--- config.mk ---
export PLATFORM = sky130hd
export DESIGN_NAME = gpio_port
export DESIGN_NICKNAME = d
export VERILOG_FILES = /design/src/rtl/gpio_port_pkg.sv /design/src/rtl/gpio_sync.sv /design/src/rtl/gpio_out_regs.sv /design/src/rtl/gpio_rd_path.sv /design/src/rtl/gpio_port.sv
export SDC_FILE = /design/constraint.sdc
export NUM_CORES = 1
export LEC_CHECK = 0
export ABC_AREA = 1
export CORE_MARGIN = 8
export CORE_UTILIZATION = 52
export DETAILED_ROUTE_END_ITERATION = 10
export GPL_TIMING_DRIVEN = 0
export MAX_ROUTING_LAYER = met4
export PLACE_DENSITY_LB_ADDON = 0.25
export SETUP_SLACK_MARGIN = 0.15
export SYNTH_ARGS = -nofsm -noshare
export SYNTH_HDL_FRONTEND = slang
export SYNTH_HIERARCHICAL = 1
export SYNTH_SLANG_ARGS = --single-unit
--- constraint.sdc ---
create_clock -name clk -period 1.9 [get_ports clk]
set_input_delay 0.19 -clock clk [delete_from_list [all_inputs] [get_ports clk]]
set_output_delay 0.19 -clock clk [all_outputs]
set_load 0.05 [all_outputs]
--- src/rtl/gpio_port_pkg.sv ---
package gpio_port_pkg;

  localparam int unsigned OFS_DATA = 32'h00;
  localparam int unsigned OFS_SET  = 32'h04;
  localparam int unsigned OFS_CLR  = 32'h08;
  localparam int unsigned OFS_TOG  = 32'h0C;
  localparam int unsigned OFS_IN   = 32'h10;
  localparam int unsigned OFS_DIR  = 32'h14;

  typedef enum logic [2:0] {
    ACC_DATA,
    ACC_SET,
    ACC_CLR,
    ACC_TOG,
    ACC_IN,
    ACC_DIR,
    ACC_NONE
  } acc_e;

  function automatic acc_e decode_ofs(input logic [31:0] ofs);
    acc_e r;
    case (ofs)
      OFS_DATA: r = ACC_DATA;
      OFS_SET:  r = ACC_SET;
      OFS_CLR:  r = ACC_CLR;
      OFS_TOG:  r = ACC_TOG;
      OFS_IN:   r = ACC_IN;
      OFS_DIR:  r = ACC_DIR;
      default:  r = ACC_NONE;
    endcase
    return r;
  endfunction

endpackage

--- src/rtl/gpio_sync.sv ---
module gpio_sync #(
  parameter int unsigned WIDTH  = 32,
  parameter int unsigned STAGES = 2
) (
  input  logic             clk,
  input  logic             rst,
  input  logic [WIDTH-1:0] d,
  output logic [WIDTH-1:0] q
);

  logic [WIDTH-1:0] stage_q [STAGES];

  for (genvar s = 0; s < STAGES; s++) begin : g_stage
    if (s == 0) begin : g_first
      always_ff @(posedge clk) begin
        if (rst) stage_q[s] <= '0;
        else     stage_q[s] <= d;
      end
    end else begin : g_next
      always_ff @(posedge clk) begin
        if (rst) stage_q[s] <= '0;
        else     stage_q[s] <= stage_q[s-1];
      end
    end
  end

  assign q = stage_q[STAGES-1];

endmodule

--- src/rtl/gpio_out_regs.sv ---
module gpio_out_regs
  import gpio_port_pkg::*;
#(
  parameter int unsigned WIDTH = 32
) (
  input  logic             clk,
  input  logic             rst,
  input  logic             wr_en,
  input  acc_e             acc,
  input  logic [WIDTH-1:0] wdata,
  output logic [WIDTH-1:0] out_q,
  output logic [WIDTH-1:0] dir_q
);

  logic [WIDTH-1:0] out_nxt;

  always_comb begin
    out_nxt = out_q;
    if (wr_en) begin
      case (acc)
        ACC_DATA: out_nxt = wdata;
        ACC_SET:  out_nxt = out_q | wdata;
        ACC_CLR:  out_nxt = out_q & ~wdata;
        ACC_TOG:  out_nxt = out_q ^ wdata;
        default:  out_nxt = out_q;
      endcase
    end
  end

  always_ff @(posedge clk) begin
    if (rst) begin
      out_q <= '0;
      dir_q <= '0;
    end else begin
      out_q <= out_nxt;
      if (wr_en && acc == ACC_DIR) dir_q <= wdata;
    end
  end

endmodule

--- src/rtl/gpio_rd_path.sv ---
module gpio_rd_path
  import gpio_port_pkg::*;
#(
  parameter int unsigned WIDTH = 32
) (
  input  logic             clk,
  input  logic             rst,
  input  logic             rd_en,
  input  acc_e             acc,
  input  logic [WIDTH-1:0] out_q,
  input  logic [WIDTH-1:0] dir_q,
  input  logic [WIDTH-1:0] in_q,
  output logic [WIDTH-1:0] rdata
);

  logic [WIDTH-1:0] rd_val;

  always_comb begin
    case (acc)
      ACC_DATA: rd_val = out_q;
      ACC_IN:   rd_val = (dir_q & out_q) | (~dir_q & in_q);
      ACC_DIR:  rd_val = dir_q;
      default:  rd_val = '0;
    endcase
  end

  always_ff @(posedge clk) begin
    if (rst)        rdata <= '0;
    else if (rd_en) rdata <= rd_val;
  end

endmodule

--- src/rtl/gpio_port.sv ---
module gpio_port
  import gpio_port_pkg::*;
#(
  parameter int unsigned PINS        = 32,
  parameter int unsigned ADDR_W      = 5,
  parameter int unsigned SYNC_STAGES = 2
) (
  input  logic              clk,
  input  logic              rst,
  input  logic              wr_en,
  input  logic              rd_en,
  input  logic [ADDR_W-1:0] addr,
  input  logic [PINS-1:0]   wdata,
  output logic [PINS-1:0]   rdata,
  input  logic [PINS-1:0]   pad_in,
  output logic [PINS-1:0]   pad_oe,
  output logic [PINS-1:0]   pad_out
);

  acc_e            acc;
  logic [PINS-1:0] out_q;
  logic [PINS-1:0] dir_q;
  logic [PINS-1:0] in_q;

  assign acc = decode_ofs(32'(addr));

  gpio_sync #(.WIDTH(PINS), .STAGES(SYNC_STAGES)) u_sync (
    .clk (clk),
    .rst (rst),
    .d   (pad_in),
    .q   (in_q)
  );

  gpio_out_regs #(.WIDTH(PINS)) u_regs (
    .clk   (clk),
    .rst   (rst),
    .wr_en (wr_en),
    .acc   (acc),
    .wdata (wdata),
    .out_q (out_q),
    .dir_q (dir_q)
  );

  gpio_rd_path #(.WIDTH(PINS)) u_rd (
    .clk   (clk),
    .rst   (rst),
    .rd_en (rd_en),
    .acc   (acc),
    .out_q (out_q),
    .dir_q (dir_q),
    .in_q  (in_q),
    .rdata (rdata)
  );

  assign pad_out = out_q;
  assign pad_oe  = dir_q;

endmodule

==> flow_summary_export.csv, run 1 <==
group,metric,value,unit
status,status,"completed",
critical_path,cp.required,1.71,ns
pwr,swShare,0.261,
clocking,worstSkewPairLatency,0.44,ns
critical_path,cp_top_family,"buffers and inverters",
pwr,total_power,7.82,mW
placement,port_buffers,167,
layout,fin_area,11100,um^2
clocking,cts_tree,"done",
layout,drive_gt1_frac,0.0810,
placement,dp.final_hpwl,19600,um
critical_path,start_kind,"register",
floorplanning,dieWidth,144,um
yosys,syn_area,8490,um^2
yosys,synth_seq_cells,160,
floorplanning,core_area,15900,um^2
pwr,p_leak,5.22,nW
drt,avgViaCountPerCell,5.41,
sta,rsz0062_at_grt,"true",
critical_path,critPathKind,"reg2out",
flow_run,maxCapViolations,0,
sta,hold_slack,0.244,ns
global_routing,grt_overflow,0,
drt,drtAntennaViolNets,0,
global_routing,antenna_found_initial,0,
drt,post_drt_wl_per_cell,17.0,um
global_routing,grt_pass1_wl,43400,um
critical_path,slowest_stage,"dlygate4sd2_1",
layout,final_cells,1648,
sta,hold_viol,0,
pwr,power.density,706,nW/um^2
floorplanning,initial_utilization,0.533,
clocking,numClockSinks,160,
sta,finalWorstSetupSlack,0.194,ns
drt,dr.pass1.iters,5,
critical_path,crit_buf_inv,1,
yosys,synth-seq-area-share,0.377,
drt,drt-initial-drc-count,977,
layout,postLayoutCoreUtil,0.694,
critical_path,path_cells,"dlygate4sd2_1",
clocking,clockBufferDepth,2,
floorplanning,fp-row-count,46,
placement,dp_cells,1609,
sta,worst_pin_slew,0.562,ns
floorplanning,boundaryPins,169,
layout,syn_to_final_growth,30.3,%
sta,skew,0.00721,ns
pwr,power.switching,2.04,mW
sta,fmax,586,MHz
critical_path,cp-end-kind,"output pin",
yosys,syn_avg_cell_area,6.93,um^2
sta,fin_setup_tns,0,ns
critical_path,crit_arrival,1.52,ns
critical_path,cpPeakStageDelay,0.58,ns
global_routing,grt_max_degree,17,
drt,vias,8920,
sta,relSlewSlack,0.624,
sta,drv_slew,0,
yosys,synth.net_count,1363,
clocking,path_clk_slew,0.06,ns
pwr,combPwrFrac,0.113,
layout,nets,1556,
floorplanning,fp.dieH,144,um
placement,gp_congestion,0.879,
global_routing,grt_pass1_vias,8510,
placement,place_ws,-0.561,ns
drt,remaining_drc_errors,0,
yosys,ys.warnings.count,6,
layout,num_antenna_cells,0,
sta,min_period,1.71,ns
yosys,synth_cells,1226,
critical_path,r2r_slack,0.57,ns
clocking,htree_levels,4,
pwr,ir_drop,0.000659,V
clocking,cts_root_buffer,"clkbuf_16",
pwr,p_int,5.78,mW
global_routing,grt.total_usage,0.276,
sta,finalSetupViolCount,0,
worst_hold_path,hp-class,"in2reg",
clocking,cts_buffers,17,
yosys,yosysUniqueCellTypes,23,
placement,dpl-instance-area,10400,um^2
critical_path,crit_fanout,6,
floorplanning,dieArea,20700,um^2
pwr,clockPowerShare,0.441,
pwr,power_frac_seq,0.446,
drt,routed_wirelength,28100,um
sta,min_period_over_period,0.898,
clocking,postCtsHoldBufs,0,
==> path summary, 6_finish.rpt <==
| check | startpoint | end | cells past startpoint |
|---|---|---|---|
| hold / removal | rd_en | u_rd/rdata[23]$_SDFFE_PP0P_ | 3 |
| setup reg to reg | u_regs/out_q[15]$_SDFFE_PP0P_ | u_regs/out_q[15]$_SDFFE_PP0P_ | 6 |
| setup / recovery | u_regs/out_q[17]$_SDFFE_PP0P_ | pad_out[17] | 1 |
| hold reg to reg | u_sync/stage_q[0][31]$_SDFF_PP0_ | u_sync/stage_q[1][31]$_SDFF_PP0_ | 2 |
==> cells by family (layout without fill, tap and decap cells) <==
group	Yosys count	count (layout)	share of synthesized area
compound gates	161	161	0.104
flops	160	160	0.377
simple gates	560	560	0.286
fa+ha+maj	64	64	0.0943
buf+inv	281	487	0.139
==> power by group through the flow <==
stage / clock (mW) / sequential, mW / combinational [mW]
6_report: 3.44 / 3.49 / 0.884
5_1_grt: 3.61 / 3.50 / 0.954
4_1_cts: 3.46 / 3.49 / 0.852
3_5_place_dp: 0 / 3.56 / 0.851
3_3_place_gp: 0 / 3.56 / 0.828
2_1_floorplan: 0 / 3.63 / 0.411
==> layout by cell type, fill, tap and decap left out, drive strengths merged, types with 2 or more instances in the layout <==
cell type	instances
o21ai	33
clkinv	4
dlygate4sd2	96
nor2	101
ha	64
buf	41
nand2	266
clkdlybuf4s50	71
a21oi	96
bufinv	2
nand3	160
inv	206
nand4	32
clkinvlp	3
a211oi	32
clkbuf	64
dfxtp	160
==> sequential cells by signal (all words and copies together) (netlist names) <==
register and count:
u_sync/stage_q 64, u_rd/rdata 32, u_regs/dir_q 32, u_regs/out_q 32
==> layer usage <==
metal | wire length [um] | global-route usage | vias to the layer above
met5 | 0 | - | -
met3 | 2800 | 0.0617 | 84
met4 | 1040 | 0.131 | 0
met2 | 13200 | 0.448 | 515
met1 | 11100 | 0.321 | 4047
li1 | - | - | 4274
==> cell usage after synthesis, drive strengths merged <==
library cell  number  area (um^2)
o21ai             33          165
inv              204          768
a211oi            32          240
ha                64          801
nand3            160          801
dfxtp            160         3200
buf               40          270
nor3               1         16.3
nor2             101          408
nand4             32          200
clkbuf            37          139
nand2            266         1000
a21oi             96          480
==> cell type report <==
| class | count | area [um^2] |
|---|---|---|
| multi-input cells | 785 | 4150 |
| fillers | 1381 | 4880 |
| well taps | 216 | 270 |
| flip-flops and latches | 160 | 3200 |
| clock buffers | 21 | 460 |
| clock inverters | 11 | 131 |
| inverters | 204 | 768 |
| plain buffers | 77 | 478 |
| repair buffers | 174 | 1600 |
==> repair_timing <==
action | 4_1_cts | 5_1_grt
resized for setup | 123 | 34
pin swaps | 2 | 1
endpoints found under the setup margin | 160 | 96
buffers inserted | 5 | 2
gates cloned | 0 | 0
No activity file was read; power rests on OpenSTA's default activity.
==> run 2: changes to the inputs <==
--- a/config.mk
+++ b/config.mk
@@ -5,7 +5,6 @@
 export SDC_FILE = /design/constraint.sdc
 export NUM_CORES = 1
 export LEC_CHECK = 0
-export ABC_AREA = 1
 export CORE_MARGIN = 8
 export CORE_UTILIZATION = 52
 export DETAILED_ROUTE_END_ITERATION = 10
==> flow_summary_export.csv, run 2 <==
group,metric,value,unit
layout,final_cells,1324,
pwr,clockPowerShare,0.466,
clocking,numClockSinks,160,
placement,port_buffers,167,
drt,drt-initial-drc-count,586,
global_routing,grt_overflow,0,
yosys,synth_xor_area_frac,0,
critical_path,crit_arrival,1.96,ns
floorplanning,dieArea,20900,um^2
yosys,synth_seq_cells,160,
sta,fmax,594,MHz
critical_path,cp.depth,6,
placement,dpl-instance-area,10600,um^2
yosys,yosys.area.top_type,"dfxtp_1",
yosys,synth_top_cells_by_area,"dfxtp_1 (37%), ha_1 (9.3%), nor2b_2 (6.1%), a221oi_2 (5.2%), a31oi_1 (4.5%)",
worst_hold_path,hold_path_depth,2,
critical_path,cpPeakStageDelay,0.56,ns
yosys,ys.flop_type,"dfxtp_1",
sta,fin_setup_tns,0,ns
critical_path,cp-end-kind,"register",
placement,dp.final_hpwl,17800,um
critical_path,crit_buf_inv,2,
drt,remaining_drc_errors,0,
layout,syn_to_final_growth,33.9,%
floorplanning,fp-row-count,47,
layout,final_cell_mix,"dfxtp_1 (160), dlygate4sd2_1 (100), nand2_1 (97)",
pwr,power_frac_seq,0.428,
pwr,p_leak,5.02,nW
sta,rsz0062_at_grt,"false",
clocking,path_clk_slew,0.06,ns
global_routing,grt_pass1_vias,7499,
sta,hold_viol,0,
critical_path,critPathKind,"in2reg",
placement,gp_congestion,0.849,
layout,largest_reg_flops,64,
clocking,cts_tree,"done",
yosys,syn_avg_cell_area,9.67,um^2
yosys,synth_compound_area_frac,0.211,
yosys,synth_fa_ha_area_frac,0.0933,
sta,drv_slew,0,
layout,drive_gt1_frac,0.218,
critical_path,slowest_stage,"or3_2",
floorplanning,boundaryPins,169,
sta,skew,0.00576,ns
yosys,synth_edf_count,0,
layout,nets,1225,
drt,drtAntennaViolNets,0,
critical_path,crit_fanout,10,
floorplanning,initial_utilization,0.525,
pwr,power.switching,1.88,mW
drt,routed_wirelength,26800,um
clocking,htree_levels,4,
pwr,ir_drop,0.000663,V
yosys,synthTopCellsByCount,"dfxtp_1 (160), nand2_1 (97), inv_1 (67)",
yosys,synth_top_family_by_area,"compound AO/OA/AOI/OAI gates",
drt,dr.pass1.iters,5,
yosys,synth_mux_area_frac,0.0386,
global_routing,grt_pass1_wl,40400,um
critical_path,rr_worst_depth,5,
yosys,synthArstFlopShare,0,
yosys,syn_area,8590,um^2
layout,fill_cells,1323,
floorplanning,fp.dieH,144,um
pwr,power.density,702,nW/um^2
clocking,cts_buffers,17,
worst_hold_path,hp-class,"in2reg",
yosys,post-synth-top-area-fraction,0.373,
placement,dp_cells,1275,
sta,finalSetupViolCount,0,
yosys,synth.net_count,1025,
placement,place_ws,-0.713,ns
flow_run,maxCapViolations,0,
global_routing,antenna_found_initial,3,
critical_path,start_kind,"input pin",
pwr,swShare,0.234,
layout,fin_area,11500,um^2
status,status,"completed",
sta,relSlewSlack,0.425,
clocking,cts_root_buffer,"clkbuf_16",
critical_path,cp_top_family,"simple AND/OR/NAND/NOR gates",
floorplanning,dieWidth,144,um
yosys,synth_cells,888,
floorplanning,core_area,16300,um^2
sta,min_period,1.68,ns
critical_path,cp.required,2.18,ns
drt,avgViaCountPerCell,5.67,
global_routing,grt.total_usage,0.259,
sta,worst_pin_slew,0.862,ns
pwr,p_int,6.18,mW
layout,final_common_cell,"dfxtp_1",
sta,finalWorstSetupSlack,0.217,ns
yosys,ys.warnings.count,6,
critical_path,path_cells,"dlygate4sd2_1 -> or3_2 -> clkbuf_1 -> and4bb_2 -> a31oi_1 -> a211oi_2",
drt,post_drt_wl_per_cell,20.2,um
yosys,yosysUniqueCellTypes,34,
clocking,clockBufferDepth,2,
drt,vias,7513,
global_routing,grt_max_degree,17,
yosys,synth-simple-area-share,0.202,
yosys,synth-seq-area-share,0.373,
clocking,worstSkewPairLatency,0.43,ns
sta,min_period_over_period,0.886,
layout,postLayoutCoreUtil,0.703,
pwr,combPwrFrac,0.106,
layout,top_register,"u_sync/stage_q",
yosys,synth_most_common_cell,"dfxtp_1",
## run 2: changes by cell type after synthesis, moves of 30 or more
cell / change
a21oi_1: -32
a221oi_2: +30
a22o_1: +32
a31oi_1: +62
inv_1: -133
mux2i_1: +32
nand2_1: -168
nand2b_1: +31
nand3_1: -160
nand4_1: -32
nor2_1: -97
nor2b_1: +37
nor2b_2: +60
o21ai_0: -32
## run 2: final timing paths
| kind | end | slack [ns] | startpoint |
|---|---|---|---|
| worst max-delay path | u_rd/rdata[8]$_SDFFE_PP0P_ | 0.22 | addr[4] |
| worst min-delay path | u_sync/stage_q[0][31]$_SDFF_PP0_ | 0.05 | rst |
| worst max register to register | u_regs/out_q[10]$_SDFFE_PP0P_ | 0.53 | u_regs/out_q[10]$_SDFFE_PP0P_ |
| worst min register to register | u_sync/stage_q[1][26]$_SDFF_PP0_ | 0.44 | u_sync/stage_q[0][26]$_SDFF_PP0_ |
## run 2: worst register-to-register path, stage by stage, from the launching register on
cell and delay, ns:
dfxtp_1 0.43, inv_1 0.08, ha_1 0.29, mux2i_1 0.17, nand2_1 0.07, a22o_1 0.22
## run 2: layer usage
metal / share of wire / GRT usage
met2: 0.49 / 0.428
met1: 0.42 / 0.307
met5: 0 / -
met3: 0.072 / 0.0518
met4: 0.023 / 0.0942
## run 2: logic make-up after synthesis
kind of cell / Yosys count
buf+inv: 141
compound gates: 225
mux: 33
fa+ha+maj: 64
flops: 160
simple gates: 265
## run 2: repair_timing
item                       in CTS  in global routing
pin swaps                       2                  4
hold endpoints to repair        2                  0
gates resized for setup       126                 52
hold buffers                    1                  0
gates cloned                    1                  2
setup endpoints to repair     191                 82
setup buffers                   6                  5
## run 2: stage by stage
step	hold slack, ns	power (mW)
floorplan	0.318	3.99
global placement	0.390	4.30
detailed placement	0.393	4.32
CTS	0.0296	8.07
global route	0.0395	8.31
finish	0.0478	8.07
## run 2: layout make-up
cell class                 instances  area, um^2  share of cell area
timing repair buffer             181        1700               0.147
clock inverter                    13         210              0.0183
inverter                          67         251              0.0219
sequential                       160        3200               0.279
multi-input combinational        588        4810               0.419
antenna                            3        7.51            0.000653
tap                              220         275              0.0239
buffer                            73         601              0.0522
clock buffer                      19         443              0.0385
## run 2: power by group through the flow
stage / clock network (mW) / registers (mW) / logic (mW)
after global placement: 0 / 3.52 / 0.780
after floorplan: 0 / 3.54 / 0.445
after global routing: 3.95 / 3.46 / 0.912
after detailed placement: 0 / 3.52 / 0.796
final: 3.76 / 3.45 / 0.857
after CTS: 3.81 / 3.45 / 0.815
